<file path="src/rtl/tdc_interp_pkg.sv">
package tdc_interp_pkg;
  typedef enum logic [1:0] {
    ST_IDLE  = 2'd0,
    ST_RUN   = 2'd1,
    ST_HOLD  = 2'd2,
    ST_DRAIN = 2'd3
  } tdc_state_e;
endpackage

</file>
<file path="src/rtl/tdc_pulse_sync.sv">
module tdc_pulse_sync #(
  parameter int STAGES = 2
) (
  input  logic clk,
  input  logic rst_n,
  input  logic async_i,
  output logic level_o,
  output logic rise_o,
  output logic fall_o
);
  logic [STAGES-1:0] sync_q, sync_d;
  logic              last_q, last_d;

  always_comb begin
    sync_d = {sync_q[STAGES-2:0], async_i};
    last_d = sync_q[STAGES-1];
  end

  always_ff @(posedge clk or negedge rst_n) begin
    if (!rst_n) begin
      sync_q <= '0;
      last_q <= 1'b0;
    end else begin
      sync_q <= sync_d;
      last_q <= last_d;
    end
  end

  assign level_o = sync_q[STAGES-1];
  assign rise_o  = sync_q[STAGES-1] & ~last_q;
  assign fall_o  = ~sync_q[STAGES-1] & last_q;
endmodule

</file>
<file path="src/rtl/tdc_phase_ring.sv">
module tdc_phase_ring #(
  parameter int PHASES = 4,
  localparam int FINE_W = $clog2(2 * PHASES)
) (
  input  logic              clk,
  input  logic              rst_n,
  input  logic              adv_i,
  input  logic              clr_i,
  output logic [PHASES-1:0] phase_o,
  output logic [FINE_W-1:0] fine_o,
  output logic              wrap_o
);
  localparam logic [FINE_W:0]   TWO_P    = (FINE_W + 1)'(2 * PHASES);
  localparam logic [PHASES-1:0] LAST_ST  = {1'b1, {(PHASES - 1){1'b0}}};

  logic [PHASES-1:0] ring_q, ring_d;
  logic [FINE_W:0]   ones;
  logic [FINE_W:0]   fine_full;

  always_comb begin
    ring_d = ring_q;
    if (clr_i)      ring_d = '0;
    else if (adv_i) ring_d = {ring_q[PHASES-2:0], ~ring_q[PHASES-1]};
  end

  always_ff @(posedge clk or negedge rst_n) begin
    if (!rst_n) ring_q <= '0;
    else        ring_q <= ring_d;
  end

  always_comb begin
    ones = '0;
    for (int i = 0; i < PHASES; i++) begin
      ones = ones + {{FINE_W{1'b0}}, ring_q[i]};
    end
    fine_full = ring_q[PHASES-1] ? (TWO_P - ones) : ones;
  end

  assign fine_o  = fine_full[FINE_W-1:0];
  assign wrap_o  = (ring_q == LAST_ST);
  assign phase_o = ring_q;
endmodule

</file>
<file path="src/rtl/tdc_coarse_ctr.sv">
module tdc_coarse_ctr #(
  parameter int WIDTH = 8
) (
  input  logic             clk,
  input  logic             rst_n,
  input  logic             clr_i,
  input  logic             inc_i,
  output logic [WIDTH-1:0] count_o
);
  logic [WIDTH-1:0] cnt_q, cnt_d;

  always_comb begin
    cnt_d = cnt_q;
    if (clr_i)      cnt_d = '0;
    else if (inc_i) cnt_d = cnt_q + 1'b1;
  end

  always_ff @(posedge clk or negedge rst_n) begin
    if (!rst_n) cnt_q <= '0;
    else        cnt_q <= cnt_d;
  end

  assign count_o = cnt_q;
endmodule

</file>
<file path="src/rtl/tdc_ctrl.sv">
module tdc_ctrl
  import tdc_interp_pkg::*;
#(
  parameter int RES_W    = 11,
  parameter int HOLD_CYC = 50,
  parameter int FS_0     = 200,
  parameter int FS_1     = 325,
  parameter int FS_2     = 581,
  parameter int FS_3     = 1044
) (
  input  logic             clk,
  input  logic             rst_n,
  input  logic             level_i,
  input  logic             rise_i,
  input  logic             fall_i,
  input  logic [1:0]       res_sel_i,
  input  logic [RES_W-1:0] count_i,
  output logic             ring_adv_o,
  output logic             ring_clr_o,
  output logic             coarse_clr_o,
  output logic             run_o,
  output logic             busy_o,
  output logic             osc_stop_o,
  output logic             res_valid_o,
  output logic             ovf_o,
  output logic [RES_W-1:0] res_o
);
  localparam int HC_W = $clog2(HOLD_CYC + 1);
  localparam logic [HC_W-1:0] HOLD_LAST = HC_W'(HOLD_CYC - 1);

  tdc_state_e       state_q, state_d;
  logic [HC_W-1:0]  hold_q, hold_d;
  logic [RES_W-1:0] lim_q, lim_d, sel_lim;
  logic [RES_W-1:0] res_q, res_d;
  logic             ovf_q, ovf_d;
  logic             vld_q, vld_d;

  always_comb begin
    case (res_sel_i)
      2'd0:    sel_lim = RES_W'(FS_0);
      2'd1:    sel_lim = RES_W'(FS_1);
      2'd2:    sel_lim = RES_W'(FS_2);
      default: sel_lim = RES_W'(FS_3);
    endcase
  end

  always_comb begin
    state_d      = state_q;
    hold_d       = hold_q;
    lim_d        = lim_q;
    res_d        = res_q;
    ovf_d        = ovf_q;
    vld_d        = 1'b0;
    ring_adv_o   = 1'b0;
    ring_clr_o   = 1'b0;
    coarse_clr_o = 1'b0;
    case (state_q)
      ST_IDLE: begin
        if (rise_i) begin
          coarse_clr_o = 1'b1;
          ring_adv_o   = 1'b1;
          lim_d        = sel_lim;
          state_d      = ST_RUN;
        end else begin
          ring_clr_o = 1'b1;
        end
      end
      ST_RUN: begin
        if (fall_i) begin
          res_d      = count_i;
          ovf_d      = 1'b0;
          vld_d      = 1'b1;
          ring_clr_o = 1'b1;
          hold_d     = '0;
          state_d    = ST_HOLD;
        end else if (count_i == lim_q) begin
          res_d      = '1;
          ovf_d      = 1'b1;
          vld_d      = 1'b1;
          ring_clr_o = 1'b1;
          hold_d     = '0;
          state_d    = ST_HOLD;
        end else begin
          ring_adv_o = 1'b1;
        end
      end
      ST_HOLD: begin
        ring_clr_o = 1'b1;
        if (hold_q == HOLD_LAST) begin
          state_d = level_i ? ST_DRAIN : ST_IDLE;
        end else begin
          hold_d = hold_q + 1'b1;
        end
      end
      default: begin
        ring_clr_o = 1'b1;
        if (!level_i) state_d = ST_IDLE;
      end
    endcase
  end

  always_ff @(posedge clk or negedge rst_n) begin
    if (!rst_n) begin
      state_q <= ST_IDLE;
      hold_q  <= '0;
      lim_q   <= '0;
      res_q   <= '0;
      ovf_q   <= 1'b0;
      vld_q   <= 1'b0;
    end else begin
      state_q <= state_d;
      hold_q  <= hold_d;
      lim_q   <= lim_d;
      res_q   <= res_d;
      ovf_q   <= ovf_d;
      vld_q   <= vld_d;
    end
  end

  assign run_o       = (state_q == ST_RUN);
  assign busy_o      = (state_q != ST_IDLE);
  assign osc_stop_o  = (state_q == ST_HOLD);
  assign res_valid_o = vld_q;
  assign ovf_o       = ovf_q;
  assign res_o       = res_q;
endmodule

</file>
<file path="src/rtl/tdc_interp.sv">
module tdc_interp #(
  parameter int PHASES      = 4,
  parameter int COARSE_W    = 8,
  parameter int SYNC_STAGES = 2,
  parameter int HOLD_CYC    = 50,
  parameter int FS_0        = 200,
  parameter int FS_1        = 325,
  parameter int FS_2        = 581,
  parameter int FS_3        = 1044,
  localparam int FINE_W     = $clog2(2 * PHASES),
  localparam int RES_W      = COARSE_W + FINE_W
) (
  input  logic              clk,
  input  logic              rst_n,
  input  logic              pulse_i,
  input  logic [1:0]        res_sel_i,
  output logic [PHASES-1:0] phase_o,
  output logic              busy_o,
  output logic              osc_stop_o,
  output logic              res_valid_o,
  output logic              ovf_o,
  output logic [RES_W-1:0]  res_o
);
  logic [1:0]          rst_pipe_q;
  logic                rst_sync_n;
  logic                level_w, rise_w, fall_w;
  logic                ring_adv_w, ring_clr_w, coarse_clr_w, wrap_w, run_w;
  logic [FINE_W-1:0]   fine_w;
  logic [COARSE_W-1:0] coarse_w;

  always_ff @(posedge clk or negedge rst_n) begin
    if (!rst_n) rst_pipe_q <= '0;
    else        rst_pipe_q <= {rst_pipe_q[0], 1'b1};
  end
  assign rst_sync_n = rst_pipe_q[1];

  tdc_pulse_sync #(.STAGES(SYNC_STAGES)) u_sync (
    .clk     (clk),
    .rst_n   (rst_sync_n),
    .async_i (pulse_i),
    .level_o (level_w),
    .rise_o  (rise_w),
    .fall_o  (fall_w)
  );

  tdc_phase_ring #(.PHASES(PHASES)) u_ring (
    .clk     (clk),
    .rst_n   (rst_sync_n),
    .adv_i   (ring_adv_w),
    .clr_i   (ring_clr_w),
    .phase_o (phase_o),
    .fine_o  (fine_w),
    .wrap_o  (wrap_w)
  );

  tdc_coarse_ctr #(.WIDTH(COARSE_W)) u_coarse (
    .clk     (clk),
    .rst_n   (rst_sync_n),
    .clr_i   (coarse_clr_w),
    .inc_i   (ring_adv_w & wrap_w),
    .count_o (coarse_w)
  );

  tdc_ctrl #(
    .RES_W    (RES_W),
    .HOLD_CYC (HOLD_CYC),
    .FS_0     (FS_0),
    .FS_1     (FS_1),
    .FS_2     (FS_2),
    .FS_3     (FS_3)
  ) u_ctrl (
    .clk          (clk),
    .rst_n        (rst_sync_n),
    .level_i      (level_w),
    .rise_i       (rise_w),
    .fall_i       (fall_w),
    .res_sel_i    (res_sel_i),
    .count_i      ({coarse_w, fine_w}),
    .ring_adv_o   (ring_adv_w),
    .ring_clr_o   (ring_clr_w),
    .coarse_clr_o (coarse_clr_w),
    .run_o        (run_w),
    .busy_o       (busy_o),
    .osc_stop_o   (osc_stop_o),
    .res_valid_o  (res_valid_o),
    .ovf_o        (ovf_o),
    .res_o        (res_o)
  );
endmodule

</file>
<file path="config.mk">
export PLATFORM = sky130hd
export DESIGN_NAME = tdc_interp
export DESIGN_NICKNAME = d
export VERILOG_FILES = /design/src/rtl/tdc_interp_pkg.sv /design/src/rtl/tdc_pulse_sync.sv /design/src/rtl/tdc_phase_ring.sv /design/src/rtl/tdc_coarse_ctr.sv /design/src/rtl/tdc_ctrl.sv /design/src/rtl/tdc_interp.sv
export SDC_FILE = /design/constraint.sdc
export NUM_CORES = 1
export LEC_CHECK = 0
export BUFFER_PORTS_ARGS = -buffer_cell sky130_fd_sc_hd__buf_2
export CORE_MARGIN = 1.5
export CORE_UTILIZATION = 53
export DETAILED_ROUTE_END_ITERATION = 6
export PLACE_DENSITY = 0.83
export SKIP_CTS_REPAIR_TIMING = 1
export SLEW_MARGIN = 20
export SYNTH_ARGS = -nofsm -noshare
export SYNTH_HDL_FRONTEND = slang
export SYNTH_SLANG_ARGS = --single-unit
</file>
<file path="constraint.sdc">
create_clock -name clk -period 1.3 [get_ports clk]
set_input_delay 0.13 -clock clk [delete_from_list [all_inputs] [get_ports clk]]
set_output_delay 0.13 -clock clk [all_outputs]
set_load 0.1 [all_outputs]
</file>
==> results of run 1 <==
[registers in the layout, summed over array words and instances, names as in the netlist]
signal and cells:
rst_pipe_q 2, u_ctrl.lim_q 7, u_ctrl.ovf_o 1, u_coarse.count_o 8, u_ctrl.res_valid_o 1, u_ring.phase_o 4, u_ctrl.state_q 2, u_sync.sync_q 2
u_ctrl.hold_q 6, u_ctrl.res_o 11, u_sync.last_q 1
[Yosys cell counts, drive strengths merged (2+ instances only)]
library cell,count,area share
dfrtp,45,0.47
nand2,29,0.046
inv,18,0.028
ha,16,0.084
a21oi,9,0.019
o21ai,9,0.020
o22a,9,0.033
nand3,8,0.017
nor2,7,0.011
or4,6,0.020
and2,5,0.013
buf,5,0.022
clkbuf,5,0.0079
o31ai,5,0.016
xor2,4,0.015
and3,3,0.0079
and4,3,0.011
nand2b,3,0.0079
o211ai,3,0.0095
o21a,3,0.0095
o221ai,3,0.011
or3,3,0.0079
xnor2,3,0.011
a221o,2,0.0084
a2bb2oi,2,0.0074
and4b,2,0.0084
mux2,2,0.0095
nand4,2,0.0053
or2,2,0.0053
[per-stage QoR]
step / area [µm²] / cells
2_1_floorplan: 2442 / 232
3_3_place_gp: 3072 / 351
3_5_place_dp: 3072 / 351
4_1_cts: 3168 / 359
5_1_grt: 3621 / 374
6_report: 3621 / 374
[kinds of logic (layout without fill, tap and decap cells)]
family | after synthesis | after routing | synth area share
buf+inv | 28 | 118 | 0.05777
xor+xnor | 7 | 7 | 0.02574
compound gates | 50 | 50 | 0.1502
other cells | 1 | 1 | 0.001574
fa+ha+maj | 17 | 17 | 0.09244
flops | 45 | 45 | 0.4727
mux | 3 | 3 | 0.01365
simple gates | 81 | 81 | 0.1859
[final cells by class]
type / count / area share
repair buffers: 92 / 0.2415
clock buffers: 6 / 0.02281
inverters: 18 / 0.02177
clock inverters: 2 / 0.003801
flip-flops and latches: 45 / 0.3141
well taps: 52 / 0.01797
multi-input cells: 159 / 0.3780
[worst min-delay path by stage]
stage          start  slack, ns                      end
2_1_floorplan  rst_n      -0.17  rst_pipe_q[0]$_DFF_PN0_
3_3_place_gp   rst_n      -0.09  rst_pipe_q[0]$_DFF_PN0_
3_5_place_dp   rst_n      -0.08  rst_pipe_q[0]$_DFF_PN0_
4_1_cts        rst_n      -0.42  rst_pipe_q[1]$_DFF_PN0_
5_1_grt        rst_n       0.12  rst_pipe_q[1]$_DFF_PN0_
6_report       rst_n       0.12  rst_pipe_q[1]$_DFF_PN0_
[power by group]
| part | leakage [nW] | switching, mW | internal [mW] |
|---|---|---|---|
| registers | 0.568 | 0.266 | 1.79 |
| logic | 1.05 | 3.39 | 1.95 |
| clock network | 0.0512 | 0.499 | 0.431 |
| total | 1.67 | 4.16 | 4.18 |
[metal layers]
metal,up-vias,share of wire
met2,122,0.51
met3,21,0.062
met5,-,0
li1,1001,-
met4,0,0.024
met1,1109,0.40
==> run summary, run 1 <==
critical path capture point: u_coarse.count_o[3]$_DFFE_PN0P_
# IOs: 24
CP startpoint: u_ring.phase_o[0]$_DFFE_PN0P_
Slowest-stage cell, CP: or4_4
Final setup viols: 43
multi-input logic area: 1369 µm²
htree depth: 2
Avg Vias per Cell: 6.024
setup_tns: -58.40 ns
cell area after synthesis: 2382 µm²
Synth cell types: 50
final hold vios: 0
Worst R2R Path Depth: 15
Clock Latency Late Sink: 0.31 ns
ys flop type: dfrtp_1
crit end category: flop
register area share after synthesis: 0.4727
EDFF count, synth: 0
status: finished with violations
GRT busiest layer: met2
WL per Instance: 20.18 µm
Hold WC Path Type: in2async
Syn-to-layout area delta: 52.00%
CP Depth: 15
gpl congestion: 0.8465
count of state elements after synthesis: 45
CTS Buf Count: 5
kind of critical path: reg2reg
Hold WS: 0.1240 ns
Syn. warnings: 0
met2 usage: 0.3788
Layout Skew: 0.005363 ns
Root Driver: clkbuf_8
FF-to-FF Start: u_ring.phase_o[0]$_DFFE_PN0P_
share of cells above drive strength 1: 0.4783
initial antenna violation count: 0
Die Ht: 70.05 µm
GRT met3 Usage: 0.06349
critical path peak fanout: 5
Peak VDD IR: 1.632 mV
row count: 24
clock tree sinks: 45
routed vias: 2253
Final ANT Viol Nets: 0
crit path time final: 3.171 ns
FF+latch area: 1137 µm²
Avg Cell Area, Syn: 10.27 µm²
startpoint types: flop
most frequent cells in the layout: buf_4, dfrtp_1, nand2_1, buf_2, ha_1
Diodes inserted: 0
fin worst setup slack: -1.871 ns
DR iter-0 viols: 309
met1 usage: 0.2911
most common cell after layout, fill and taps aside: buf_4
Syn Inst Count: 232
post-layout util: 0.8316
Total GRT Usage: 0.2342
1st-pass router iterations: 5
RSZ-0062 raised after global routing: true
Max Freq: 315.4 MHz
initial core utilization: 0.5471
CP required: 1.54 ns
gr ovfl total: 0
DPL Wire Length: 3937 µm
Async S/R FF share, synth: 1.000
P_leak: 1.671 nW
max-cap viol count: 0
PD cells: 2302 nW/µm²
first-pass GRT wire length: 8838 µm
Core Region: 4354 µm²
Tot Pwr: 8.334 mW
I/O Buffers: 23
CP arrival: 3.41 ns
Clock Tree Buf Depth: 2
# DRC: 0
Fillers: 212
Total Wirelength: 7547 µm
pre-CTS setup slack: -1.846 ns
crit share post-route: 2.439
failing checks: setup timing
sequence of cells on the critical path: inv_4, ha_4, inv_2, fa_2, inv_2, ha_4, inv_2, ha_4, and2b_2, xnor2_2, and4_4, buf_6, clkbuf_16, or4_4, a21oi_2
max-slew violation count: 0
Final nets: 343
Buffers & Inverters on Critical Path: 6
vias in the first global route: 1947
largest net degree at the start of global routing: 44
Die Width: 70.05 µm
CTS clk-pin slew, worst paths: 0.08 ns
Synthesized Nets: 254
family with the most delay on the worst path: adder cells
CTS tree: done
DIE AREA: 4906 µm²
reg2reg end: u_coarse.count_o[3]$_DFFE_PN0P_
CP peak stage delay: 0.49 ns
r2r setup slk: -1.87 ns
Note: power is estimated with default switching activity, not from simulation.
==> run 2: changes to the inputs <==
- CELL_PAD_IN_SITES_DETAIL_PLACEMENT: default -> 0
- CELL_PAD_IN_SITES_GLOBAL_PLACEMENT: default -> 1
- CORE_UTILIZATION: 53 -> 41
- PLACE_DENSITY: 0.83 -> 0.81
==> run 2 against run 1 <==
  * The flow still finishes with violations (setup timing)
  * Power fell by 0.13%
  * Sequential share of layout area rose by 0.79 points
  * Clock skew is 0.012 ns higher
  * Register-to-register slack gained 0.18 ns
  * Clock power up 14%
  * Fmax increased by 6.2%
  * Critical path depth is the same
  * Largest cell class unchanged
  * Highest routed layer unchanged
==> run summary, run 2 (synthesis gave the netlist of run 1 again) <==
PD cells: 2356 nW/µm² (+2.4%)
vias in the first global route: 1882 (-3.3%)
Final setup viols: 42 (-2.3%)
setup_tns: -55.18 ns (+3.217 ns)
post-layout util: 0.6375 (-0.1941)
routed vias: 2033 (-9.8%)
crit share post-route: 2.297 (-0.1415)
gr ovfl total: 0 (unchanged)
Peak VDD IR: 1.610 mV (-1.3%)
met1 usage: 0.2531 (-0.03801)
share of cells above drive strength 1: 0.4514 (-0.02685)
Die Ht: 79.23 µm (+13%)
Diodes inserted: 0 (unchanged)
Slowest-stage cell, CP: dfrtp_4
CTS clk-pin slew, worst paths: 0.10 ns (+0.02 ns)
met2 usage: 0.3060 (-0.07285)
most common cell after layout, fill and taps aside: buf_4
Avg Vias per Cell: 5.199 (-14%)
DR iter-0 viols: 103 (-67%)
status: finished with violations
first-pass GRT wire length: 9059 µm (+2.5%)
final hold vios: 0 (unchanged)
Clk pwr share: 0.127 (+0.015)
Power Internal: 4.282 mW (+2.5%)
max FFs per register: 11 (unchanged)
FF+latch area: 1137 µm² (unchanged)
# IOs: 24 (unchanged)
switching fraction of total power: 0.4855 (-0.01331)
crit end category: flop
Final nets: 340 (-0.87%)
sequence of cells on the critical path: inv_2, ha_4, inv_2, fa_2, inv_2, ha_4, inv_4, ha_4, mux2_4, nor4_4, and4_4, buf_6, o21a_4, buf_12, o22a_1
Fillers: 433 (+100%)
Flop pwr share: 0.245 (-0.002)
Layout Skew: 0.01712 ns (+0.01175 ns)
# DRC: 0 (unchanged)
largest net degree at the start of global routing: 25 (-43%)
CP arrival: 3.22 ns (-0.19 ns)
Syn-to-layout area delta: 48.27%
GRT met3 Usage: 0.04138 (-0.02211)
max-cap viol count: 0 (unchanged)
kind of critical path: reg2reg
clock tree sinks: 45 (unchanged)
initial core utilization: 0.4300 (-0.1171)
CP peak stage delay: 0.42 ns (-0.07 ns)
failing checks: setup timing
Clock Tree Buf Depth: 2 (unchanged)
Total Wirelength: 5973 µm (-21%)
DPL Wire Length: 3961 µm (+0.60%)
DIE AREA: 6277 µm² (+28%)
fin worst setup slack: -1.687 ns (+0.1839 ns)
Max Freq: 334.8 MHz (+6.2%)
GRT busiest layer: met2
max-slew violation count: 0 (unchanged)
I/O Buffers: 23 (unchanged)
Total GRT Usage: 0.1882 (-0.04602)
Final ANT Viol Nets: 0 (unchanged)
P_leak: 1.633 nW (-2.2%)
multi-input logic area: 1320 µm² (-3.6%)
Clock Latency Late Sink: 0.31 ns (about the same)
RSZ-0062 raised after global routing: true
startpoint types: flop
CP required: 1.54 ns (about the same)
critical path peak fanout: 6 (+1)
Hold WC Path Type: in2async
WL per Instance: 15.28 µm (-24%)
crit path time final: 2.987 ns (-0.1839 ns)
Combinational Power Share: 0.628 (-0.013)
Tot Pwr: 8.323 mW (-0.13%)
max_slew headroom: 0.5996
Root Driver: clkbuf_8
initial antenna violation count: 0 (unchanged)
CTS tree: done
total net switching power: 4.041 mW (-2.8%)
most frequent cells in the layout: buf_4, dfrtp_1, nand2_1, buf_2, ha_1
Slew @ Worst Pin: 0.6005 ns
htree depth: 2 (unchanged)
CTS Buf Count: 5 (unchanged)
row count: 27 (+13%)
Core Region: 5540 µm² (+27%)
Die Width: 79.23 µm (+13%)
1st-pass router iterations: 4 (-1)
gpl congestion: 0.7755 (-8.4%)
run 2: worst paths after layout:
kind / startpoint / to / slack [ns] / cells after the start
worst min register to register: rst_pipe_q[1]$_DFF_PN0_ / u_ring.phase_o[0]$_DFFE_PN0P_ / 0.23 / 1
worst min-delay path: rst_n / rst_pipe_q[1]$_DFF_PN0_ / 0.12 / 2
worst max-delay path: u_ring.phase_o[0]$_DFFE_PN0P_ / u_ctrl.res_o[9]$_DFFE_PN0P_ / -1.69 / 15
min in group clk: res_sel_i[0] / u_ctrl.lim_q[8]$_DFFE_PN0P_ / 0.20 / 4
worst max register to register: u_ring.phase_o[0]$_DFFE_PN0P_ / u_ctrl.res_o[9]$_DFFE_PN0P_ / -1.69 / 15
max in group asynchronous: rst_pipe_q[1]$_DFF_PN0_ / u_coarse.count_o[1]$_DFFE_PN0P_ / 0.77 / 1
run 2: area by class of cell:
cell class	instances	area share
flip-flops and latches	45	0.3220
multi-input cells	159	0.3737
repair buffers	89	0.2260
well taps	72	0.02550
clock buffers	6	0.02055
inverters	18	0.02232
clock inverters	2	0.009919
run 2: power by group through the flow:
stage	clock, mW	combinational [mW]	sequential (mW)
floorplan	0	1.63	3.60
global placement	0	4.37	2.03
detailed placement	0	4.44	2.04
CTS	1.08	4.46	2.02
global route	1.15	5.50	2.08
finish	1.06	5.23	2.04
run 2: through the flow:
| stage | instance area [µm²] | std cells | setup slack, ns | hold slack (ns) |
|---|---|---|---|---|
| global placement | 3069 | 369 | -1.685 | -0.08549 |
| global route | 3532 | 391 | -1.779 | 0.1285 |
| CTS | 3177 | 377 | -1.832 | -0.4222 |
| detailed placement | 3069 | 369 | -1.788 | -0.08389 |
| floorplan | 2442 | 232 | -1.883 | -0.1656 |
| finish | 3532 | 391 | -1.687 | 0.1183 |
run 2: routing by layer:
metal | vias to the layer above | routed length, µm
met5 | - | 0
met1 | 998 | 2702
met2 | 32 | 3027
met3 | 9 | 165
li1 | 994 | -
met4 | 0 | 78
run 2: worst max-delay path: cells and delay by family (launching register included):
| family | cells | cell delay (ns) |
|---|---|---|
| adder cells (fa/ha/maj) | 4 | 1.01 |
| buffers and inverters | 6 | 0.45 |
| flip-flops | 1 | 0.42 |
| AND/OR/NAND/NOR | 2 | 0.41 |
| AO/OA/AOI/OAI | 2 | 0.31 |
| multiplexers | 1 | 0.28 |
